`src/rtl/rmw_pkg.sv`:
```
package rmw_pkg;

    typedef enum logic [3:0] {
        S_IDLE,
        S_LOAD,
        S_CRD_D,
        S_RD_D,
        S_CRD_P,
        S_RD_P,
        S_CWR_D,
        S_WD_D,
        S_RSP_D,
        S_CWR_P,
        S_WD_P,
        S_RSP_P,
        S_DONE,
        S_FAIL
    } seq_state_e;

    // operation applied to the block buffer at the current word index
    typedef enum logic [1:0] {
        BUF_NONE,
        BUF_LOAD,   // store a new data word
        BUF_SEED,   // parity slot := new word ^ old data word
        BUF_FOLD    // parity slot ^= old parity word
    } buf_op_e;

endpackage

```
`src/rtl/rmw_beat_ctr.sv`:
```
module rmw_beat_ctr #(
    parameter int NBEATS = 8
) (
    input  logic                      clk,
    input  logic                      rst_n,
    input  logic                      clr,
    input  logic                      step,
    output logic [$clog2(NBEATS)-1:0] idx,
    output logic                      last
);
    localparam int IW = $clog2(NBEATS);
    localparam logic [IW-1:0] LAST_IDX = IW'(NBEATS - 1);

    logic [IW-1:0] cnt_d, cnt_q;

    always_comb begin
        cnt_d = cnt_q;
        if (clr) begin
            cnt_d = '0;
        end else if (step) begin
            cnt_d = (cnt_q == LAST_IDX) ? '0 : cnt_q + 1'b1;
        end
    end

    always_ff @(posedge clk or negedge rst_n) begin
        if (!rst_n) cnt_q <= '0;
        else        cnt_q <= cnt_d;
    end

    assign idx  = cnt_q;
    assign last = (cnt_q == LAST_IDX);

endmodule

```
`src/rtl/rmw_blk_buf.sv`:
```
module rmw_blk_buf
    import rmw_pkg::*;
#(
    parameter int NWORDS = 8,
    parameter int WORD_W = 32
) (
    input  logic                      clk,
    input  logic                      rst_n,
    input  buf_op_e                   op,
    input  logic [$clog2(NWORDS)-1:0] idx,
    input  logic [WORD_W-1:0]         din,
    output logic [WORD_W-1:0]         new_word,
    output logic [WORD_W-1:0]         par_word
);
    logic [WORD_W-1:0] new_d [NWORDS];
    logic [WORD_W-1:0] new_q [NWORDS];
    logic [WORD_W-1:0] par_d [NWORDS];
    logic [WORD_W-1:0] par_q [NWORDS];

    always_comb begin
        new_d = new_q;
        par_d = par_q;
        unique case (op)
            BUF_LOAD: new_d[idx] = din;
            BUF_SEED: par_d[idx] = new_q[idx] ^ din;
            BUF_FOLD: par_d[idx] = par_q[idx] ^ din;
            default:  ;
        endcase
    end

    always_ff @(posedge clk or negedge rst_n) begin
        if (!rst_n) begin
            for (int i = 0; i < NWORDS; i++) begin
                new_q[i] <= '0;
                par_q[i] <= '0;
            end
        end else begin
            new_q <= new_d;
            par_q <= par_d;
        end
    end

    assign new_word = new_q[idx];
    assign par_word = par_q[idx];

endmodule

```
`src/rtl/rmw_parity_seq.sv`:
```
module rmw_parity_seq
    import rmw_pkg::*;
#(
    parameter int NWORDS = 8,
    parameter int WORD_W = 32,
    parameter int NDISK  = 5,
    parameter int ROW_W  = 16,
    localparam int DISK_W = $clog2(NDISK),
    localparam int IW     = $clog2(NWORDS)
) (
    input  logic              clk,
    input  logic              rst_n,
    input  logic              req_valid_i,
    output logic              req_ready_o,
    input  logic [DISK_W-1:0] req_data_disk_i,
    input  logic [DISK_W-1:0] req_par_disk_i,
    input  logic [ROW_W-1:0]  req_row_i,
    input  logic              nd_valid_i,
    output logic              nd_ready_o,
    input  logic [WORD_W-1:0] nd_data_i,
    output logic              cmd_valid_o,
    input  logic              cmd_ready_i,
    output logic              cmd_write_o,
    output logic [DISK_W-1:0] cmd_disk_o,
    output logic [ROW_W-1:0]  cmd_row_o,
    input  logic              rd_valid_i,
    output logic              rd_ready_o,
    input  logic [WORD_W-1:0] rd_data_i,
    input  logic              rd_err_i,
    output logic              wd_valid_o,
    input  logic              wd_ready_i,
    output logic [WORD_W-1:0] wd_data_o,
    input  logic              wr_rsp_valid_i,
    input  logic              wr_rsp_err_i,
    output logic              done_o,
    output logic              err_o
);
    typedef struct packed {
        seq_state_e        st;
        logic [DISK_W-1:0] dd;
        logic [DISK_W-1:0] pd;
        logic [ROW_W-1:0]  row;
    } ctl_t;

    ctl_t ctl_d, ctl_q;

    buf_op_e           buf_op;
    logic              beat_step, beat_clr, beat_last;
    logic [IW-1:0]     beat_idx;
    logic [WORD_W-1:0] buf_din, new_word, par_word;

    rmw_beat_ctr #(.NBEATS(NWORDS)) beat_ctr_i (
        .clk  (clk),
        .rst_n(rst_n),
        .clr  (beat_clr),
        .step (beat_step),
        .idx  (beat_idx),
        .last (beat_last)
    );

    rmw_blk_buf #(.NWORDS(NWORDS), .WORD_W(WORD_W)) blk_buf_i (
        .clk     (clk),
        .rst_n   (rst_n),
        .op      (buf_op),
        .idx     (beat_idx),
        .din     (buf_din),
        .new_word(new_word),
        .par_word(par_word)
    );

    always_comb begin
        ctl_d     = ctl_q;
        buf_op    = BUF_NONE;
        buf_din   = rd_data_i;
        beat_step = 1'b0;
        beat_clr  = 1'b0;
        unique case (ctl_q.st)
            S_IDLE: begin
                if (req_valid_i) begin
                    ctl_d.st  = S_LOAD;
                    ctl_d.dd  = req_data_disk_i;
                    ctl_d.pd  = req_par_disk_i;
                    ctl_d.row = req_row_i;
                    beat_clr  = 1'b1;
                end
            end
            S_LOAD: begin
                buf_din = nd_data_i;
                if (nd_valid_i) begin
                    buf_op    = BUF_LOAD;
                    beat_step = 1'b1;
                    if (beat_last) ctl_d.st = S_CRD_D;
                end
            end
            S_CRD_D: if (cmd_ready_i) ctl_d.st = S_RD_D;
            S_RD_D: begin
                if (rd_valid_i) begin
                    if (rd_err_i) begin
                        ctl_d.st = S_FAIL;
                    end else begin
                        buf_op    = BUF_SEED;
                        beat_step = 1'b1;
                        if (beat_last) ctl_d.st = S_CRD_P;
                    end
                end
            end
            S_CRD_P: if (cmd_ready_i) ctl_d.st = S_RD_P;
            S_RD_P: begin
                if (rd_valid_i) begin
                    if (rd_err_i) begin
                        ctl_d.st = S_FAIL;
                    end else begin
                        buf_op    = BUF_FOLD;
                        beat_step = 1'b1;
                        if (beat_last) ctl_d.st = S_CWR_D;
                    end
                end
            end
            S_CWR_D: if (cmd_ready_i) ctl_d.st = S_WD_D;
            S_WD_D: begin
                if (wd_ready_i) begin
                    beat_step = 1'b1;
                    if (beat_last) ctl_d.st = S_RSP_D;
                end
            end
            S_RSP_D: if (wr_rsp_valid_i) ctl_d.st = wr_rsp_err_i ? S_FAIL : S_CWR_P;
            S_CWR_P: if (cmd_ready_i) ctl_d.st = S_WD_P;
            S_WD_P: begin
                if (wd_ready_i) begin
                    beat_step = 1'b1;
                    if (beat_last) ctl_d.st = S_RSP_P;
                end
            end
            S_RSP_P: if (wr_rsp_valid_i) ctl_d.st = wr_rsp_err_i ? S_FAIL : S_DONE;
            default: ctl_d.st = S_IDLE;   // S_DONE, S_FAIL
        endcase
    end

    always_ff @(posedge clk or negedge rst_n) begin
        if (!rst_n) ctl_q <= '{st: S_IDLE, dd: '0, pd: '0, row: '0};
        else        ctl_q <= ctl_d;
    end

    assign req_ready_o = (ctl_q.st == S_IDLE);
    assign nd_ready_o  = (ctl_q.st == S_LOAD);
    assign cmd_valid_o = (ctl_q.st == S_CRD_D) || (ctl_q.st == S_CRD_P) ||
                         (ctl_q.st == S_CWR_D) || (ctl_q.st == S_CWR_P);
    assign cmd_write_o = (ctl_q.st == S_CWR_D) || (ctl_q.st == S_CWR_P);
    assign cmd_disk_o  = ((ctl_q.st == S_CRD_D) || (ctl_q.st == S_CWR_D)) ? ctl_q.dd : ctl_q.pd;
    assign cmd_row_o   = ctl_q.row;
    assign rd_ready_o  = (ctl_q.st == S_RD_D) || (ctl_q.st == S_RD_P);
    assign wd_valid_o  = (ctl_q.st == S_WD_D) || (ctl_q.st == S_WD_P);
    assign wd_data_o   = (ctl_q.st == S_WD_D) ? new_word : par_word;
    assign done_o      = (ctl_q.st == S_DONE);
    assign err_o       = (ctl_q.st == S_FAIL);

    // reads accepted since the last request was taken (checking aid)
    logic [1:0] rd_cmds_q;
    always_ff @(posedge clk or negedge rst_n) begin
        if (!rst_n)                                          rd_cmds_q <= '0;
        else if (req_valid_i && req_ready_o)                 rd_cmds_q <= '0;
        else if (cmd_valid_o && cmd_ready_i && !cmd_write_o) rd_cmds_q <= rd_cmds_q + 1'b1;
    end


    busy_after_accept_chk: assert property (@(posedge clk) disable iff (!rst_n)
        (req_valid_i && req_ready_o) |=> !req_ready_o);


    writes_after_reads_chk: assert property (@(posedge clk) disable iff (!rst_n)
        (cmd_valid_o && cmd_write_o) |-> (rd_cmds_q == 2'd2 && !rd_ready_o));


    cmd_hold_chk: assert property (@(posedge clk) disable iff (!rst_n)
        (cmd_valid_o && !cmd_ready_i) |=>
            (cmd_valid_o && $stable(cmd_write_o) && $stable(cmd_disk_o) && $stable(cmd_row_o)));


    done_excl_chk: assert property (@(posedge clk) disable iff (!rst_n)
        done_o |-> !err_o);


    done_pulse_chk: assert property (@(posedge clk) disable iff (!rst_n)
        done_o |=> (!done_o && req_ready_o));


    halt_after_err_chk: assert property (@(posedge clk) disable iff (!rst_n)
        err_o |=> (!cmd_valid_o && !wd_valid_o));

endmodule

```
`config.mk`:
```
export PLATFORM = sky130hd
export DESIGN_NAME = rmw_parity_seq
export DESIGN_NICKNAME = d
export VERILOG_FILES = /design/src/rtl/rmw_pkg.sv /design/src/rtl/rmw_beat_ctr.sv /design/src/rtl/rmw_blk_buf.sv /design/src/rtl/rmw_parity_seq.sv
export SDC_FILE = /design/constraint.sdc
export NUM_CORES = 1
export LEC_CHECK = 0
export BUFFER_PORTS_ARGS = -buffer_cell sky130_fd_sc_hd__buf_2
export CAP_MARGIN = 25
export CORE_MARGIN = 5
export CORE_UTILIZATION = 49
export DETAILED_ROUTE_END_ITERATION = 10
export PLACE_DENSITY = 0.66
export SYNTH_ARGS = -nofsm -noshare
export SYNTH_HDL_FRONTEND = slang
export SYNTH_SLANG_ARGS = --single-unit
export TNS_END_PERCENT = 10
```
`constraint.sdc`:
```
create_clock -name clk -period 2.6 [get_ports clk]
set_input_delay 0.26 -clock clk [delete_from_list [all_inputs] [get_ports clk]]
set_output_delay 0.26 -clock clk [all_outputs]
set_load 0.02 [all_outputs]
```
Yosys cells after proc, flatten, opt, wreduce, memory -nomap -nowiden

Cells that the tools add are included.

Input port bits: 96
Word-level logic and storage cells: 129
Memory bits (writable): 0
Memories kept: 0
Register bits: 541
Latch bits: 0
Output and inout port bits: 59
ROM bits: 0

Magnitude comparators: 2
Eq/ne operators: 34
Mux-type cells: 53
Reductions and logical operators: 15
Shift operators: 0
Divide/modulo/power cells: 0
Add/sub/neg operators: 1
Bitwise gates (word level): 3
Multipliers: 0

Operators by type and width:

| kind                 | number |
|---|---|
| $bwmux W256          | 3 |
| $pmux W256 S2        | 1 |
| $mux W32             | 7 |
| $bmux W32 S3         | 2 |
| $demux W32 S3        | 1 |
| $mux W4              | 18 |
| $xor A32 B32 Y32     | 2 |
| $pmux W4 S12         | 1 |
| $mux W26             | 1 |
| $eq A4 B4 Y1 const B | 6 |
| $ne A2 B2 Y1 const B | 12 |
| $reduce_and A17 Y1   | 1 |
| $eq A4 B3 Y1 const B | 4 |
| $mux W3              | 5 |
| $eq A4 B2 Y1 const B | 2 |
| $mux W1              | 8 |
| $mux W2              | 4 |
| $logic_or A1 B1 Y1   | 7 |
| $ne A2 B1 Y1 const B | 3 |
| $ne A3 B2 Y1 const B | 2 |
| $pmux W2 S3          | 1 |
| $eq A2 B2 Y1 const B | 2 |
| $eq A4 B1 Y1 const B | 1 |
| $ge A4 B4 Y1 const B | 1 |
| other kinds (11)     | 13 |

Longest topological paths before layout

Depth in word-level cells: 7
Mapped depth: 10
Mapped depth without buffers: 6

Cells and area by module

A second synthesis with hierarchy kept.

Cell total of the unflattened synthesis: 2438
Area, all modules: 28155.8 um^2

By module, submodules not included:

| module         | area each (um^2) | instances | cells an instance |
|---|---|---|---|
| rmw_blk_buf    | 25627.1          | 1         | 2200 |
| rmw_parity_seq | 2372.3           | 1         | 225 |
| rmw_beat_ctr   | 156.4            | 1         | 13 |

Least setup slack after synthesis

OpenSTA, ideal clock, no wires.

Kind: reg-to-reg
Start: register ctl_q[23] in the netlist's numbering
End: register ctl_q (netlist bit cmd_row_o[10])
Slack: 0.257 ns
Period minus slack after synthesis: 2.343 ns
Library setup time: 0.125 ns
Arrival time: 2.218 ns
Stages on the path, launching flop included: 9
Cells stage by stage: dfrtp_1 buf_2 or3_1 buf_2 nor2_1 and2_1 buf_2 buf_2 mux2_2

Longest elaborated chain between the ends: 2

Ends and longest elaborated chain:

| what                        | line                  | source |
|---|---|---|
| start, declared             | rmw_parity_seq.sv:45  | `ctl_t ctl_d, ctl_q;` |
| start signal, assigned      | rmw_parity_seq.sv:140 | `if (!rst_n) ctl_q <= '{st: S_IDLE, dd: '0, pd: '0, row: '0};` |
| start signal, assigned      | rmw_parity_seq.sv:141 | `else ctl_q <= ctl_d;` |
| $logic_not A4 Y1            | n/a                   |  |
| named net req_ready_o       | rmw_parity_seq.sv:14  | `output logic req_ready_o,` |
| $reduce_and A2 Y1 (no line) | n/a                   |  |

The timed path passes the listed nets, and every way through them passes these cells.
A chain may end at the register's enable or synchronous reset.

Worst setup path in the final report

Start: register beat_ctr_i.cnt_q[0], in the netlist beat_ctr_i.idx[0]
End: output port wd_data_o[4]

Longest elaborated chain between the ends: 5

Ends and longest elaborated chain:

| what                                             | line                                 | source |
|---|---|---|
| start, declared                                  | rmw_beat_ctr.sv:14                   | `logic [IW-1:0] cnt_d, cnt_q;` |
| start signal, assigned                           | rmw_beat_ctr.sv:27                   | `else cnt_q <= cnt_d;` |
| $not A3 Y4 (not written as such) *               | rmw_blk_buf.sv:43, rmw_blk_buf.sv:44 |  |
| $bmux W32 S3, on equally long branches           | rmw_blk_buf.sv:44, rmw_blk_buf.sv:43 |  |
| $mux W32, on equally long branches (2 in series) | rmw_blk_buf.sv:44, rmw_blk_buf.sv:43 |  |
| $mux W32 *                                       | rmw_parity_seq.sv:153                | `assign wd_data_o = (ctl_q.st == S_WD_D) ? new_word : par_word;` |
| end, declared                                    | rmw_parity_seq.sv:32                 | `output logic [WORD_W-1:0] wd_data_o,` |

Mark *: on every way between the ends. The rest lies on a longest branch, timed or not. The select of a mux whose other input is x is not followed.

==> run metrics <==
Post-Syn Nets between 2000 and 3000; worst setup path category flip-flop to output pin; kind of launch point of the worst setup path flip-flop; final net count slightly below 3000; Worst-Margin Slew ~0.62 ns; Critical Path Sink Type output pin; Peak VDD IR 0.753 mV; Reg power frac 30.5%; switching power total 0.0155 W; area growth from synthesis to layout 20.1%; insertion delay to the later sink of the worst-skew pair 0.63 ns; Die Span Y 249 um; largest net degree at the start of global routing 83; sequential area share after synthesis roughly half; Worst Hold Class input pin to flip-flop; remaining routing DRC violations 0; number of sinks handled by clock tree synthesis 541; detailed-route via count 23000; largest fanout on the critical path 6; power density over cell area roughly 1200 nW/um2; global placement routability congestion a little over 0.8; outcome finished, violations left; Post-Synth XOR/XNOR Area 0.0628%; total CTS buffers 59; number of standard-cell rows in the floorplan 87; number of design-rule violations left by the first detailed-router iteration 2258; internal power consumption 0.0235 W; placed cell area 30000 um2; final slew viol count 0; cell taking the most area after synthesis dfrtp_1; leftover overflow at the end of global routing 0; simple-gate share of the synthesized area 16.0%; number of antenna violations at the first check in global routing 0; maximum clock frequency 0.337 GHz; post-place setup slack -0.0719 ns; clock-pin slew reported for the worst setup and hold paths after clock tree synthesis approximately 0.060 ns; clock share of power 22.7%; most common library cell in the layout ignoring fill and taps dfrtp_1; final antenna diode count 0; top post-synthesis cells by area dfrtp_1 (49%), mux4_2 (8.5%), a21oi_1 (4.6%); first-pass GRT wire length 132 mm; number of library cell types mapped by synthesis 61; final worst clock skew roughly 0.031 ns; Core ar. 56400 um2; combinational family with the most area after synthesis simple AND/OR/NAND/NOR gates; leakage dissipation 14.7 nW; Initial Utilization 49.4%; area share of fa/ha/maj cells after synthesis 0.135%; average routed wire per standard cell 23.5 um; overall fraction of global-route tracks in use a little over a quarter; WHS Path Cells 4; total of max-cap violations 0; violated checks negative setup slack; Die Area 61800 um2; count of warnings emitted by yosys 0; # IOs 155; WP data arrival ~2.7 ns; synthesized instance count 2698; worst setup margin -0.370 ns; share of synthesized registers carrying an async set or reset 100%; switching share of power 39.8%; source of the worst register-to-register timing path ctl_q[25]$_DFFE_PN0P_; number of flops mapped to enable cells by yosys 0; syn avg cell area 10.3 um2; Die Span X 249 um; hold path startpoint wr_rsp_err_i; Final min period 2.97 ns; portion of total power attributed to combinational logic 46.8%; setup repair after global routing missed its margin yes; Root Buffer clkbuf_16; post-route ant nets 0; Initial DRT Pass Iterations 8; final wirelength 85.5 mm; CTS tree yes; count of buffers inserted at the top-level ports 154; required time of the worst setup path 2.34 ns; leading register cell type out of synthesis dfrtp_1; number of buffers between clock root and the deepest sink 3; via count of the first global-routing pass ~23000; CTS HTree Levels 2; layout cell share with drive strength beyond 1 24.9%; portion of netlist area occupied by mux cells 14.2%; post-synthesis instance area 27900 um2; area of all placed cells without fillers 33500 um2; Total Power Consumption 0.0390 W; most used cells in the layout excluding fill and tap cells dfrtp_1 (535), nand2_1 (311), nor2_1 (263); detailed-route vias per instance 6.32; proportion of netlist area held by the largest area contributor 48.6%; post-synthesis compound-gate area fraction between 10% and 20%; setup violators final 32; beginning of the critical path beat_ctr_i.idx[0]$_DFFE_PN0P_; Detailed Place HPWL between 50 and 60 mm; final cycle utilization of the critical path 114%; sum of negative setup slack -8.36 ns; number of hold violations in the final report 0; Yosys reg bits 541; Slew HR 58.8%; length in cells of the worst reg-to-reg path 7
through the flow:
step,cells,utilization [%],hold WS (ns)
2_1_floorplan,2698,-,-0.0356
3_3_place_gp,3465,53.1,0.245
3_5_place_dp,3466,53.2,0.242
4_1_cts,3621,58.2,0.0477
5_1_grt,3637,59.4,0.0864
6_report,3637,59.4,0.0783
metal layers:
| layer | GRT usage (%) | wire length, um |
|---|---|---|
| met4 | 9.82 | 3000 |
| met1 | 36.5 | 34300 |
| met2 | 42.6 | 40700 |
| met5 | 0 | 0 |
| met3 | 4.64 | 7480 |
synth_stat cells, types with 8 or more instances:
| library cell | instances |
|---|---|
| a211o_1 | 126 |
| a211o_4 | 9 |
| a21oi_1 | 257 |
| a22oi_1 | 30 |
| and3_1 | 15 |
| buf_1 | 8 |
| buf_2 | 80 |
| buf_4 | 23 |
| buf_6 | 19 |
| clkbuf_1 | 153 |
| dfrtp_1 | 541 |
| mux2_2 | 41 |
| mux2i_1 | 112 |
| mux4_2 | 105 |
| nand2_1 | 317 |
| nand3_1 | 152 |
| nand4_1 | 121 |
| nor2_1 | 271 |
| nor3_2 | 17 |
| o21a_1 | 18 |
| o21ai_0 | 10 |
| o21ai_1 | 44 |
| o22ai_1 | 8 |
| o31ai_1 | 138 |
| or2_1 | 10 |
power by group through the flow:
stage | sequential [W] | combinational [W] | clock [W]
after detailed placement | 0.0121 | 0.0159 | 0
final | 0.0119 | 0.0182 | 0.00887
after global routing | 0.0122 | 0.0194 | 0.00935
after CTS | 0.0119 | 0.0170 | 0.00898
after floorplan | 0.0116 | 0.0120 | 0
after global placement | 0.0119 | 0.0154 | 0
worst max-delay path, cell delays in order (launching register included):
cell     delay [ns]
dfrtp_4        0.50
buf_12         0.15
buf_12         0.12
buf_16         0.13
mux4_2         0.45
mux4_2         0.55
buf_6          0.17
layout make-up:
cell class,count,area (um2)
fill,4599,22900
sequential,541,13600
multi-input combinational,1868,13300
timing repair buffer,360,3560
clock buffer,88,1750
tap,756,946
clock inverter,22,319
inverter,2,7.51
final timing paths:
| path | slack [ns] | end |
|---|---|---|
| setup / recovery | -0.37 | wd_data_o[4] |
| setup reg to reg | 0.05 | blk_buf_i.par_q[26]$_DFFE_PN0P_ |
| hold / removal | 0.08 | ctl_q[24]$_DFFE_PN0P_ |
| max in group asynchronous | 1.42 | blk_buf_i.new_q[140]$_DFFE_PN0P_ |
| min in group asynchronous | 0.18 | blk_buf_i.new_q[215]$_DFFE_PN0P_ |
| hold reg to reg | 0.47 | blk_buf_i.par_q[113]$_DFFE_PN0P_ |
cells by family (layout without fill, tap and decap cells):
logic type	Yosys count	after routing
xor+xnor	2	2
simple gates	948	948
mux	259	259
fa+ha+maj	3	3
compound gates	656	656
buf+inv	289	472
flops	541	541
flip-flops by register name (all words and copies together), names as in the netlist:
name / count
beat_ctr_i.idx: 3
blk_buf_i.new_q: 256
blk_buf_i.par_q: 256
cmd_row_o: 16
ctl_q: 10
timing repair:
item                                    4_1_cts  5_1_grt
hold buffers                                 23        0
hold endpoints to repair                     62        0
gates cloned                                  5        5
setup buffers                                17       12
endpoints found under the setup margin       37       96
pin swaps                                    10       12
resized for setup                            70      120
(Power assumes the default switching activity.)
